[src/rtl/lpcdma_pkg.sv]
package lpcdma_pkg;
  localparam int NIB_W  = 4;
  localparam int BYTE_W = 8;
  localparam int NNIB   = BYTE_W / NIB_W;

  localparam logic [NIB_W-1:0] NIB_START = 4'b0000;
  localparam logic [NIB_W-1:0] SY_DONE   = 4'b0000;
  localparam logic [NIB_W-1:0] SY_ERR    = 4'b1010;
  localparam logic [NIB_W-1:0] SY_MORE   = 4'b1001;

  typedef enum logic [3:0] {
    S_IDLE, S_CTYPE, S_CHAN, S_SIZE,
    S_DLO, S_DHI, S_TA1, S_TA2, S_SYNC, S_TB1, S_TB2
  } st_t;

  // Cycle type: bits [3:2] = 10 mark a DMA cycle.
  function automatic logic ct_is_dma(input logic [NIB_W-1:0] ct);
    return ct[3:2] == 2'b10;
  endfunction

  // Cycle type bit 1 set: peripheral sends data to the host.
  function automatic logic ct_is_write(input logic [NIB_W-1:0] ct);
    return ct[1];
  endfunction

  // Byte count of a size nibble; 0 means unsupported.
  function automatic logic [1:0] size_bytes(input logic [NIB_W-1:0] sz);
    case (sz)
      4'b0000: return 2'd1;
      4'b0001: return 2'd2;
      default: return 2'd0;
    endcase
  endfunction

  // Status code for one byte; error has priority over more-data.
  function automatic logic [NIB_W-1:0] sync_pick(input logic err, input logic more);
    if (err)       return SY_ERR;
    else if (more) return SY_MORE;
    else           return SY_DONE;
  endfunction
endpackage

[src/rtl/lpcdma_dpath.sv]
module lpcdma_dpath
  import lpcdma_pkg::*;
(
  input  logic              clk,
  input  logic              rst_n,
  input  logic [NIB_W-1:0]  lad_in,
  input  logic [NNIB-1:0]   cap,
  input  logic              load,
  input  logic [BYTE_W-1:0] tx_data,
  input  logic [NNIB-1:0]   drv,
  output logic [BYTE_W-1:0] rx_byte,
  output logic [NIB_W-1:0]  tx_nib
);
  logic [BYTE_W-1:0] rx_q;
  logic [BYTE_W-1:0] tx_q;
  logic [NIB_W-1:0]  nib_mask [NNIB];

  always_ff @(posedge clk) begin
    if (!rst_n) begin
      rx_q <= '0;
      tx_q <= '0;
    end else begin
      for (int i = 0; i < NNIB; i++) begin
        if (cap[i]) rx_q[i*NIB_W +: NIB_W] <= lad_in;
      end
      if (load) tx_q <= tx_data;
    end
  end

  // One masked nibble per slot of the byte, ORed together below.
  genvar g;
  generate
    for (g = 0; g < NNIB; g++) begin : g_nib
      assign nib_mask[g] = {NIB_W{drv[g]}} & tx_q[g*NIB_W +: NIB_W];
    end
  endgenerate

  always_comb begin
    tx_nib = '0;
    for (int i = 0; i < NNIB; i++) tx_nib = tx_nib | nib_mask[i];
  end

  assign rx_byte = rx_q;

  AST_RX_HOLD: assert property (@(posedge clk) disable iff (!rst_n)
    (cap == '0) |=> $stable(rx_q));
  AST_CAP_ONE: assert property (@(posedge clk) disable iff (!rst_n)
    $onehot0(cap));
endmodule

[src/rtl/lpcdma_sync.sv]
module lpcdma_sync
  import lpcdma_pkg::*;
(
  input  logic             clk,
  input  logic             rst_n,
  input  logic             sample,
  input  logic             err_in,
  input  logic             more_in,
  input  logic             is_final,
  input  logic             demand,
  input  logic             clear,
  output logic [NIB_W-1:0] code_q,
  output logic             last_q,
  output logic             cont_q
);
  logic wants_more;
  assign wants_more = !err_in && more_in;

  always_ff @(posedge clk) begin
    if (!rst_n) begin
      code_q <= SY_DONE;
      last_q <= 1'b0;
      cont_q <= 1'b0;
    end else if (sample) begin
      code_q <= sync_pick(err_in, more_in);
      last_q <= !wants_more;
      if (is_final && demand && wants_more) cont_q <= 1'b1;
    end else if (clear) begin
      cont_q <= 1'b0;
    end
  end

  AST_ERR_WINS: assert property (@(posedge clk) disable iff (!rst_n)
    (sample && err_in) |=> (code_q == SY_ERR && last_q));
  AST_MORE_CODE: assert property (@(posedge clk) disable iff (!rst_n)
    (sample && !err_in && more_in) |=> (code_q == SY_MORE && !last_q));
  AST_CONT_DEMAND: assert property (@(posedge clk) disable iff (!rst_n)
    $rose(cont_q) |-> $past(demand));
endmodule

[src/rtl/lpcdma_seq.sv]
module lpcdma_seq
  import lpcdma_pkg::*;
#(
  parameter int CH_W = 3
) (
  input  logic              clk,
  input  logic              rst_n,
  input  logic              frame_n,
  input  logic [NIB_W-1:0]  lad_in,
  output logic [NIB_W-1:0]  lad_out,
  output logic              lad_oe,
  input  logic [CH_W-1:0]   cfg_chan,
  input  logic              cfg_demand,
  input  logic [BYTE_W-1:0] tx_data,
  output logic              tx_take,
  output logic [BYTE_W-1:0] rx_data,
  output logic              rx_valid,
  input  logic              more_req,
  input  logic              err_in,
  output logic              tc_out
);
  localparam int TC_BIT = NIB_W - 1;

  st_t state, nxt;
  logic wr_q, tc_q, hit_q, two_q, idx_q;
  logic [NIB_W-1:0] code_q;
  logic last_q, cont_q;
  logic [NIB_W-1:0] tx_nib;
  logic [NNIB-1:0]  cap, drv;

  // Named events for the assertions and the sub-blocks.
  logic ev_start, ev_abort, ev_chan, ev_sample, final_w, chan_ok, size_ok;
  assign ev_start  = !frame_n && (lad_in == NIB_START);
  assign ev_abort  = !frame_n && (state != S_IDLE);
  assign ev_chan   = frame_n && (state == S_CHAN);
  assign ev_sample = frame_n && (state == S_TA2);
  assign final_w   = (idx_q == two_q);
  assign chan_ok   = (lad_in[CH_W-1:0] == cfg_chan) || cont_q;
  assign size_ok   = (size_bytes(lad_in) != 2'd0);

  always_comb begin
    nxt = state;
    if (!frame_n) begin
      nxt = ev_start ? S_CTYPE : S_IDLE;
    end else begin
      unique case (state)
        S_IDLE:  nxt = S_IDLE;
        S_CTYPE: nxt = ct_is_dma(lad_in) ? S_CHAN : S_IDLE;
        S_CHAN:  nxt = S_SIZE;
        S_SIZE:  nxt = (hit_q && size_ok) ? (wr_q ? S_TA1 : S_DLO) : S_IDLE;
        S_DLO:   nxt = S_DHI;
        S_DHI:   nxt = wr_q ? S_TB1 : S_TA1;
        S_TA1:   nxt = S_TA2;
        S_TA2:   nxt = S_SYNC;
        S_SYNC:  nxt = wr_q ? S_DLO : S_TB1;
        S_TB1:   nxt = S_TB2;
        S_TB2:   nxt = (last_q || final_w) ? S_IDLE : (wr_q ? S_TA1 : S_DLO);
        default: nxt = S_IDLE;
      endcase
    end
  end

  always_ff @(posedge clk) begin
    if (!rst_n) begin
      state <= S_IDLE;
      wr_q  <= 1'b0;
      tc_q  <= 1'b0;
      hit_q <= 1'b0;
      two_q <= 1'b0;
      idx_q <= 1'b0;
    end else begin
      state <= nxt;
      if (frame_n) begin
        case (state)
          S_CTYPE: wr_q <= ct_is_write(lad_in);
          S_CHAN: begin
            tc_q  <= lad_in[TC_BIT];
            hit_q <= chan_ok;
          end
          S_SIZE: begin
            two_q <= (size_bytes(lad_in) == 2'd2);
            idx_q <= 1'b0;
          end
          S_TB2: if (!(last_q || final_w)) idx_q <= 1'b1;
          default: ;
        endcase
      end
    end
  end

  // Nibble capture for host-to-peripheral bytes, drive select for the reverse.
  assign cap = {(state == S_DHI) && !wr_q, (state == S_DLO) && !wr_q};
  assign drv = {(state == S_DHI) &&  wr_q, (state == S_DLO) &&  wr_q};

  lpcdma_dpath u_dpath (
    .clk     (clk),
    .rst_n   (rst_n),
    .lad_in  (lad_in),
    .cap     (cap),
    .load    (tx_take),
    .tx_data (tx_data),
    .drv     (drv),
    .rx_byte (rx_data),
    .tx_nib  (tx_nib)
  );

  lpcdma_sync u_sync (
    .clk      (clk),
    .rst_n    (rst_n),
    .sample   (ev_sample),
    .err_in   (err_in),
    .more_in  (more_req),
    .is_final (final_w),
    .demand   (cfg_demand),
    .clear    (ev_chan),
    .code_q   (code_q),
    .last_q   (last_q),
    .cont_q   (cont_q)
  );

  assign lad_oe   = (state == S_SYNC) || (drv != '0);
  assign lad_out  = (state == S_SYNC) ? code_q : tx_nib;
  assign rx_valid = (state == S_TA1) && !wr_q;
  assign tx_take  = (state == S_TA2) &&  wr_q;
  assign tc_out   = tc_q && final_w && (rx_valid || tx_take);

  AST_ABORT_IDLE: assert property (@(posedge clk) disable iff (!rst_n)
    (ev_abort && lad_in != NIB_START) |=> (state == S_IDLE));
  AST_RESTART: assert property (@(posedge clk) disable iff (!rst_n)
    ev_start |=> (state == S_CTYPE));
  AST_DRIVE_HIT: assert property (@(posedge clk) disable iff (!rst_n)
    lad_oe |-> hit_q);
  AST_EARLY_END: assert property (@(posedge clk) disable iff (!rst_n)
    (state == S_TB2 && frame_n && last_q) |=> (state == S_IDLE));
  AST_TC_STROBE: assert property (@(posedge clk) disable iff (!rst_n)
    tc_out |-> (rx_valid || tx_take));
  AST_SYNC_AFTER_TA: assert property (@(posedge clk) disable iff (!rst_n)
    (state == S_SYNC) |-> ($past(state) == S_TA2));
  AST_SYNC_LEGAL: assert property (@(posedge clk) disable iff (!rst_n)
    (state == S_SYNC) |-> (lad_oe && (lad_out == SY_DONE || lad_out == SY_ERR
                                      || lad_out == SY_MORE)));
  AST_STROBE_EXCL: assert property (@(posedge clk) disable iff (!rst_n)
    $onehot0({rx_valid, tx_take, (state == S_SYNC)}));
endmodule

[config.mk]
export PLATFORM = sky130hd
export DESIGN_NAME = lpcdma_seq
export DESIGN_NICKNAME = d
export VERILOG_FILES = /design/src/rtl/lpcdma_pkg.sv /design/src/rtl/lpcdma_dpath.sv /design/src/rtl/lpcdma_sync.sv /design/src/rtl/lpcdma_seq.sv
export SDC_FILE = /design/constraint.sdc
export NUM_CORES = 1
export LEC_CHECK = 0
export BUFFER_PORTS_ARGS = -buffer_cell sky130_fd_sc_hd__buf_4
export CELL_PAD_IN_SITES_DETAIL_PLACEMENT = 0
export CELL_PAD_IN_SITES_GLOBAL_PLACEMENT = 1
export CORE_MARGIN = 2
export CORE_UTILIZATION = 42
export CTS_CLUSTER_SIZE = 12
export DETAILED_ROUTE_END_ITERATION = 7
export PLACE_DENSITY_LB_ADDON = 0.2
export SYNTH_ARGS = -nofsm -noshare
export SYNTH_HDL_FRONTEND = slang
export SYNTH_SLANG_ARGS = --single-unit
[constraint.sdc]
create_clock -name clk -period 2.4 [get_ports clk]
set_input_delay 0 -clock clk [delete_from_list [all_inputs] [get_ports clk]]
set_output_delay 0 -clock clk [all_outputs]
set_load 0.01 [all_outputs]
After elaboration in Yosys (flattened, before gate mapping)
Cells that the tools add are included.
Widths: inputs -> output; s select.
{"block": "classes", "n_reduce_logical": 33, "n_bitwise": 3, "order_cmp": 0, "n_div": 0, "multipliers": 0, "n_eq_ne": 17, "mux": 21, "addsub": 0, "shift": 0}
{"op": "$pmux 4 s10", "n": 1}
{"op": "$mux 4", "n": 7}
{"op": "$eq 4x3->1 const B", "n": 4}
{"op": "$logic_and 1x1->1", "n": 15}
{"op": "$eq 4x4->1 const B", "n": 3}
{"op": "$mux 2", "n": 5}
{"op": "$and 4x4->4", "n": 2}
{"op": "$eq 4x1->1 const B", "n": 2}
{"op": "$eq 4x2->1 const B", "n": 2}
{"op": "$reduce_and 2->1", "n": 4}
{"op": "$reduce_bool 2->1", "n": 4}
{"op": "$mux 1", "n": 5}
{"op": "$eq 2x2->1 const B", "n": 2}
{"op": "$logic_not 1->1", "n": 4}
{"op": "$logic_not 4->1", "n": 1}
{"op": "$logic_or 1x1->1", "n": 4}
{"op": "$or 4x4->4", "n": 1}
{"op": "$pmux 2 s2", "n": 1}
{"op": "$eq 3x3->1", "n": 1}
{"op": "$mux 3", "n": 1}
{"op": "$reduce_and 3->1", "n": 1}
{"op": "$ne 2x1->1 const B", "n": 1}
{"op": "$ne 2x2->1 const B", "n": 1}
{"op": "$pmux 1 s2", "n": 1}
{"op": "$eq 1x1->1", "n": 1}
{"block": "word_totals", "mem_count": 0, "out_inout_bits": 16, "ramBits": 0, "latch_bits": 0, "inputBits": 21, "rom_bits": 0, "reg_bits": 31}

Longest topological paths before layout
Gate-level depths: netlist (run 1).
{"block": "logic_depth", "ltp_word": 7, "mapped_depth": 6, "depth_no_buf": 5}

Cells and area by module
A second synthesis (run 1) with hierarchy kept.
{"block": "hier_totals", "cells_unflattened": 165, "area_unflattened_um2": 1552.7}
{"mod": "lpcdma_seq", "instances": 1, "cells_each": 89, "seq_area_each_um2": 180.2, "area_per_inst_um2": 711.9}
{"mod": "lpcdma_dpath", "instances": 1, "cells_each": 56, "seq_area_each_um2": 320.3, "area_per_inst_um2": 646.9}
{"mod": "lpcdma_sync", "instances": 1, "cells_each": 20, "seq_area_each_um2": 100.1, "area_per_inst_um2": 193.9}

Least setup slack after synthesis (run 1)
Ideal clock, no wire load.
{"block": "synth_timing", "kind": "reg-to-reg", "startpoint": "register state[2]", "endpoint": "register state[2]", "path_stages_with_launch": 6, "required_time_ps": 2275, "period_less_slack_ps": 1299, "setup_slack_ps": 1101, "n_path_buf": 1, "arrival_time_ps": 1174, "path_cell_list": "dfxtp_1 -> nor2b_1 -> buf_6 -> a31oi_1 -> nor2_1 -> o41a_1"}
{"block": "synth_via", "elab_chain_len": 3, "word_cells_on_any_way": 12, "classes_between": "eq/ne (10); mux (2)"}
{"element": "from (decl)", "line_no": "lpcdma_seq.sv:24", "text": "st_t state, nxt;"}
{"element": "from (signal assigned)", "line_no": "lpcdma_seq.sv:72", "text": "state <= nxt;"}
{"element": "$eq 4x4->1 (tied with other cells)", "line_no": "lpcdma_seq.sv:46", "text": "unique case (state)"}
{"element": "$pmux 4 s10 *", "line_no": "lpcdma_seq.sv:46"}
{"element": "$mux 4 *", "line_no": "lpcdma_seq.sv:43", "text": "if (!frame_n) begin"}
Mark *: on every way between the ends. The rest lies on a longest branch, timed or not.
A chain may end at the register's enable or synchronous reset.

Final worst setup path (run 1)
{"block": "layout_timing", "startpoint": "register state[2]", "endpoint": "output port tc_out"}
{"block": "layout_via", "elab_chain_len": 4, "word_cells_on_any_way": 6, "classes_between": "eq/ne (2); reduce/logical (4)"}
{"element": "$eq 4x3->1 (on tied branches)", "line_no": "lpcdma_seq.sv:123, lpcdma_seq.sv:124"}
{"element": "$logic_and 1x1->1 (on tied branches)", "line_no": "lpcdma_seq.sv:123, lpcdma_seq.sv:124"}
{"element": "$logic_or 1x1->1 *", "line_no": "lpcdma_seq.sv:125", "text": "assign tc_out = tc_q && final_w && (rx_valid || tx_take);"}
{"element": "$logic_and 1x1->1 *", "line_no": "lpcdma_seq.sv:125"}
{"element": "to (decl)", "line_no": "lpcdma_seq.sv:20", "text": "output logic tc_out"}
Marks and branches as above.

==> impl_metrics.tcl, run 1 <==
set metrics [dict create \
    post_route_minimum_period_ns 2.07 \
    netlist_top_cells_area "dfxtp_1, a21boi_1, nand2_1" \
    cts.clk_slew.worst_paths_ns 0.07 \
    avgSynthCellArea_sq_um 8.61 \
    core_outline_area_sq_um 3610 \
    detailed_placement_hpwl_mm 2.74 \
    insertedDiodeCount 0 \
    dieArea_sq_um 4210 \
    synth_area_sq_um 1560 \
    critPathMaxStageDelay_ns 0.61 \
    synth_top_family_by_area "simple AND/OR/NAND/NOR gates" \
    fillCellCount 347 \
    setup_repair_after_global_routing_missed_its_margin "false" \
    chipWidth_um 64.9 \
    post_synth_mux_area_share 0.0450 \
    yosysTopAreaCell "dfxtp_1" \
    cts_root_buf "clkbuf_8" \
    power-per-cell-area_nw_per_um2 585 \
    critical_path_required_ns 2.40 \
    critical_path.startpoint_type "register" \
    gr-total-overflow 0 \
    gr-usage-all-layers 0.198 \
    maximum_clock_frequency_ghz 0.484 \
    io_pins 37 \
    area_growth_syn_to_layout_pct 32.2 \
    cp_cell_sequence "nor2b_1 -> nand3_4 -> clkinv_2 -> o211a_1 -> buf_4" \
    synth-xor-area-share 0.0225 \
    clock_latency_late_sink_ns 0.28 \
    count_of_h_tree_levels_built_during_cts 2 \
    detail-route-antenna-nets 0 \
    critical_path.n_buffers_inverters 2 \
    post_route_cells_drive_above_1_share 0.246 \
    drt_wl_total_mm 3.82 \
    yosys.area_share.adder 0 \
    finClkSkew_ns 0.00351 \
    cap_viol_max_count 0 \
    finalCritPeriodShare 0.861 \
    wire_per_inst_um 14.0 \
    detailroute.via_count 1425 \
    synth_simple_gate_area_share 0.318 \
    crit_fanout 10 \
    maximum_number_of_pins_on_one_net_before_global_route_repair 29 \
    rows 22 \
    netlist_instances 181 \
    tritoncts "built" \
    number_of_flops_mapped_to_enable_cells_by_yosys 0 \
    worst_slew_margin_rel 0.541 \
    gp_routability_congestion 0.847 \
    layout.cells.non_filler 272 \
    final-setup-viol-count 0 \
    share_of_the_synthesized_area_in_compound_gates_ao_oa_aoi_oai 0.188 \
    cts.path.max_buffers 2 \
    setup.worst_path.end_class "output port" \
    vias_in_the_first_global_route 1401 \
    setup.worst_path.class "reg2out" \
    hold_viol_final 0 \
    yosysWarnings 0 \
    path_delay_family "simple AND/OR/NAND/NOR gates" \
    clock-sinks 30 \
    timing.final.max_slew_violations 0 \
    global_route_wire_length_before_repair_mm 6.40 \
    seq_area_frac_synth 0.386 \
    postSynthNetCount 202 \
    power_leakage_uw 0.000785 \
    finish.net_count 244 \
    drtPass1Iterations 4 \
    vdd.ir_drop.worst_uv 383 \
    die_height_um 64.9 \
    slowest_stage "nor2b_1" \
    post_synthesis_async_set_or_reset_flop_share 0 \
    dp_cells 256 \
    worstMarginPinSlew_ns 0.687 \
    yosys_most_used_dff "dfxtp_1" \
    drt_drc_violations_left 0 \
    ys_ff_latch 30 \
    outcome "completed" \
    drt_iter0_markers 94 \
    port-buffer-count 36 \
    synth_cell_type_count 44 \
    viasPerCell 5.24 \
    synth.top_cell.area_share 0.386 \
    timing.hold.worst.class "in2reg" \
    numCtsBuffers 5 \
    initial_antenna_violation_count 0 \
    cp.arrival_ns 2.07 \
    initial_core_utilization 0.432 \
    tns_ns 0 \
    postCtsSetupBuffers 0 \
]
==> cell usage after synthesis (2+ instances only) <==
cell	n
nor3_1	5
o21ai_0	2
o211ai_1	2
clkbuf_1	3
nand2b_1	3
nor2_1	7
a21boi_1	20
a21oi_1	2
and2_1	2
mux2i_1	7
nand2_1	35
and4_1	2
xor2_1	3
buf_2	5
nand2_2	2
buf_6	2
and3_1	2
o21ai_1	6
nand4b_1	2
nand3_1	10
a31oi_1	2
nor2b_1	6
dfxtp_1	30
==> flip-flops by register name, indices dropped and copies added, names as in the netlist <==
register and flops:
two_q 1, u_dpath.tx_q 8, u_sync.last_q 1, state 4
hit_q 1, idx_q 1, tc_q 1, wr_q 1
u_sync.code_q 3, u_dpath.rx_byte 8, u_sync.cont_q 1
==> worst min-delay path: cells and delay by family <==
| family | cells | cell delay, ns |
|---|---|---|
| AND/OR/NAND/NOR | 1 | 0.06 |
| buffers and inverters | 1 | 0.13 |
| AO/OA/AOI/OAI | 1 | 0.05 |
==> per-layer routing <==
metal	global-route usage	vias to the layer above	share of wire
met1	0.231	658	0.43
met4	0.0798	0	0.012
met2	0.339	41	0.51
met3	0.0573	4	0.042
met5	0	-	0
li1	-	722	-
==> where the power goes <==
| part | internal (uW) | total (uW) | switching [uW] |
|---|---|---|---|
| logic | 40.3 | 67.2 | 27.0 |
| registers | 498 | 498 | 0.396 |
| clock network | 443 | 640 | 197 |
==> cells in the final DEF (no fill, tap or decap), drive strengths merged, types with 2 or more instances in the layout <==
cell	count
xor2	3
nor3	5
a21oi	2
a21boi	20
nand3	11
nand2	37
buf	37
mux2i	7
dfxtp	30
nor2b	6
a31oi	2
nor3b	3
and4	2
nand2b	4
nor4b	2
and3	3
clkbuf	6
o211ai	2
nor2	8
and2	2
dlygate4sd3	8
bufinv	2
nand4b	2
o21ai	8
==> what timing repair did <==
action                                  CTS  global route
endpoints found under the hold margin     8             0
endpoints found under the setup margin    0             0
gates resized for setup                   0             0
hold buffers                              8             0
==> path summary, 6_finish.rpt <==
kind	from	end	slack, ns	cells past startpoint
hold reg to reg	u_dpath.rx_byte[5]$_SDFFE_PN0P_	u_dpath.rx_byte[5]$_SDFFE_PN0P_	0.45	2
hold / removal	lad_in[2]	u_dpath.rx_byte[6]$_SDFFE_PN0P_	0.01	3
setup reg to reg	state[2]$_SDFF_PN0_	u_dpath.tx_q[1]$_SDFFE_PN0P_	0.63	5
setup / recovery	state[2]$_SDFF_PN0_	tc_out	0.33	5
==> final cells by class <==
cell class	count	area (sq um)	area share
clock buffers	6	82.6	0.0401
inverters	1	5.00	0.00243
well taps	48	60.1	0.0292
multi-input cells	140	893	0.434
flip-flops and latches	30	601	0.292
clock inverters	2	60.1	0.0292
repair buffers	45	358	0.174
==> per-stage QoR <==
| step | worst slack, ns | instance area (sq um) | power, uW | utilization | hold slack [ns] |
|---|---|---|---|---|---|
| final | 0.334 | 2060 | 1210 | 0.571 | 0.0107 |
| after global routing | 0.213 | 2060 | 1250 | 0.571 | 0.00263 |
| after CTS | 0.319 | 2060 | 1220 | 0.571 | 0.00174 |
| after detailed placement | 0.671 | 1840 | 566 | 0.509 | 0.257 |
| after global placement | 0.790 | 1840 | 566 | 0.509 | 0.247 |
| after floorplan | 1.10 | 1560 | 530 | - | 0.135 |
==> logic make-up after synthesis <==
logic type / count (synthesis)
xor gates and xnor gates: 4
DFF: 30
and+or+nand+nor: 88
buffers and inverters: 11
muxes: 7
AOI/OAI and AO/OA: 41
(Power assumes the default switching activity.)
==> run 2, diff against run 1 <==
- CORE_ASPECT_RATIO: not set -> 0.9
==> impl_metrics.tcl, run 2 (synthesized netlist as in run 1, its figures left out) <==
set metrics [dict create \
    worst_slew_margin_rel 0.578 \
    post-layout-total-power_uw 949 \
    vdd.ir_drop.worst_uv 266 \
    initial_antenna_violation_count 0 \
    rows 20 \
    drt_wl_total_mm 3.84 \
    numCtsBuffers 5 \
    gp_routability_congestion 0.872 \
    dp_cells 252 \
    global_route_wire_length_before_repair_mm 6.22 \
    cap_viol_max_count 0 \
    critical_path.n_buffers_inverters 2 \
    power_leakage_uw 0.000756 \
    area_growth_syn_to_layout_pct 28.3 \
    gr-total-overflow 0 \
    crit_fanout 10 \
    r2r.worst_path.cells 4 \
    layout.cells.non_filler 268 \
    timing.hold.worst.class "in2reg" \
    gr-usage-all-layers 0.207 \
    hold_buffers 8 \
    vias_in_the_first_global_route 1301 \
    insertedDiodeCount 0 \
    setup.worst_path.class "reg2out" \
    outcome "completed" \
    wl_met3_um 217 \
    hold_viol_final 0 \
    amount_of_wire_on_met2_after_detailed_routing_mm 1.77 \
    dr.max_layer_used "met4" \
    clock-sinks 30 \
    maximum_number_of_pins_on_one_net_before_global_route_repair 29 \
    dieArea_sq_um 4210 \
    fillCellCount 330 \
    clock_latency_late_sink_ns 0.28 \
    post_cts_resize_count 0 \
    post_route_minimum_period_ns 2.02 \
    slowest_stage "nor2b_1" \
    post_route_cells_drive_above_1_share 0.232 \
    drt_iter0_markers 66 \
    hold_path.startpoint "lad_in[3]" \
    timing.final.max_slew_violations 0 \
    min_delay_path_depth 3 \
    drtPass1Iterations 4 \
    cp_cell_sequence "nor2b_1 -> nand3_4 -> clkinv_2 -> o211a_1 -> buf_4" \
    viasPerCell 5.28 \
    layout_commonest_cell "buf_4" \
    hold_path_end "u_dpath.rx_byte[3]$_SDFFE_PN0P_" \
    path_delay_family "simple AND/OR/NAND/NOR gates" \
    cp.arrival_ns 2.02 \
    critPathMaxStageDelay_ns 0.57 \
    tns_ns 0 \
    power-per-cell-area_nw_per_um2 475 \
    port-buffer-count 36 \
    wire_per_inst_um 14.3 \
    io_pins 37 \
    ff2ff_setup_slack_ns 0.67 \
    cts.path.max_buffers 2 \
    finClkSkew_ns 0.00283 \
    maximum_clock_frequency_ghz 0.495 \
    layout_common_cells "buf_4, nand2_1, dfxtp_1" \
    setup_repair_after_global_routing_missed_its_margin "false" \
    rr_endpoint "state[2]$_SDFF_PN0_" \
    final-setup-viol-count 0 \
    finalCritPeriodShare 0.841 \
    detailed_placement_hpwl_mm 2.79 \
    initial_core_utilization 0.451 \
    r2r_start "state[3]$_SDFF_PN0_" \
    cts.clk_slew.worst_paths_ns 0.06 \
    finish.net_count 245 \
    chipWidth_um 68.2 \
    setup.worst_path.end_class "output port" \
    detailroute.via_count 1415 \
    cts_root_buf "clkbuf_8" \
    count_of_h_tree_levels_built_during_cts 2 \
    critical_path.startpoint_type "register" \
    detail-route-antenna-nets 0 \
    postCtsSetupBuffers 0 \
    critical_path_required_ns 2.40 \
    drt_drc_violations_left 0 \
    core_outline_area_sq_um 3450 \
    worstMarginPinSlew_ns 0.632 \
    route.layer.met1.wl_mm 1.79 \
    die_height_um 61.8 \
    tritoncts "built" \
]
==> run 2: worst min-delay path, stage by stage <==
cell and delay, ns:
buf_4 0.13, nand3_1 0.06, a21boi_1 0.05
==> run 2: per-layer routing <==
layer  global-route usage  vias up
met5                    0        -
met3               0.0541        7
met2                0.318       39
met4               0.0943        0
met1                0.274      641
li1                     -      728
==> run 2: stage by stage <==
stage               utilization  hold WS [ns]  setup slack (ns)  area [sq um]
finish                    0.579       0.00777             0.381          2000
global placement          0.530         0.250             0.758          1830
global route              0.579       0.00706             0.215          2000
CTS                       0.576       0.00507             0.371          1990
detailed placement        0.530         0.260             0.680          1830
floorplan                     -         0.135              1.10          1560
==> run 2: final cells by class <==
type / instances / area (sq um) / area share
clock buffer: 7 / 76.3 / 0.0382
tap: 44 / 55.1 / 0.0276
multi-input combinational: 140 / 893 / 0.447
sequential: 30 / 601 / 0.301
inverter: 1 / 5.00 / 0.00250
timing repair buffer: 46 / 368 / 0.184
==> run 2: how the worst max path moves through the flow <==
| stage | start | slack [ns] | to | cells past startpoint |
|---|---|---|---|---|
| after CTS | state[3]$_SDFF_PN0_ | 0.37 | tc_out | 5 |
| after global routing | state[3]$_SDFF_PN0_ | 0.22 | tc_out | 5 |
| final | state[2]$_SDFF_PN0_ | 0.38 | tc_out | 5 |
| after global placement | state[3]$_SDFF_PN0_ | 0.76 | tc_out | 5 |
| after detailed placement | state[3]$_SDFF_PN0_ | 0.68 | state[2]$_SDFF_PN0_ | 4 |
| after floorplan | state[2]$_SDFF_PN0_ | 1.10 | state[2]$_SDFF_PN0_ | 5 |
==> run 2: report_power, final <==
| part | total, uW | internal (uW) | leakage (uW) | switching [uW] |
|---|---|---|---|---|
| Sequential | 499 | 498 | 0.000242 | 0.359 |
| Clock | 382 | 199 | 0.0000383 | 183 |
| Combinational | 68.9 | 41.3 | 0.000477 | 27.5 |
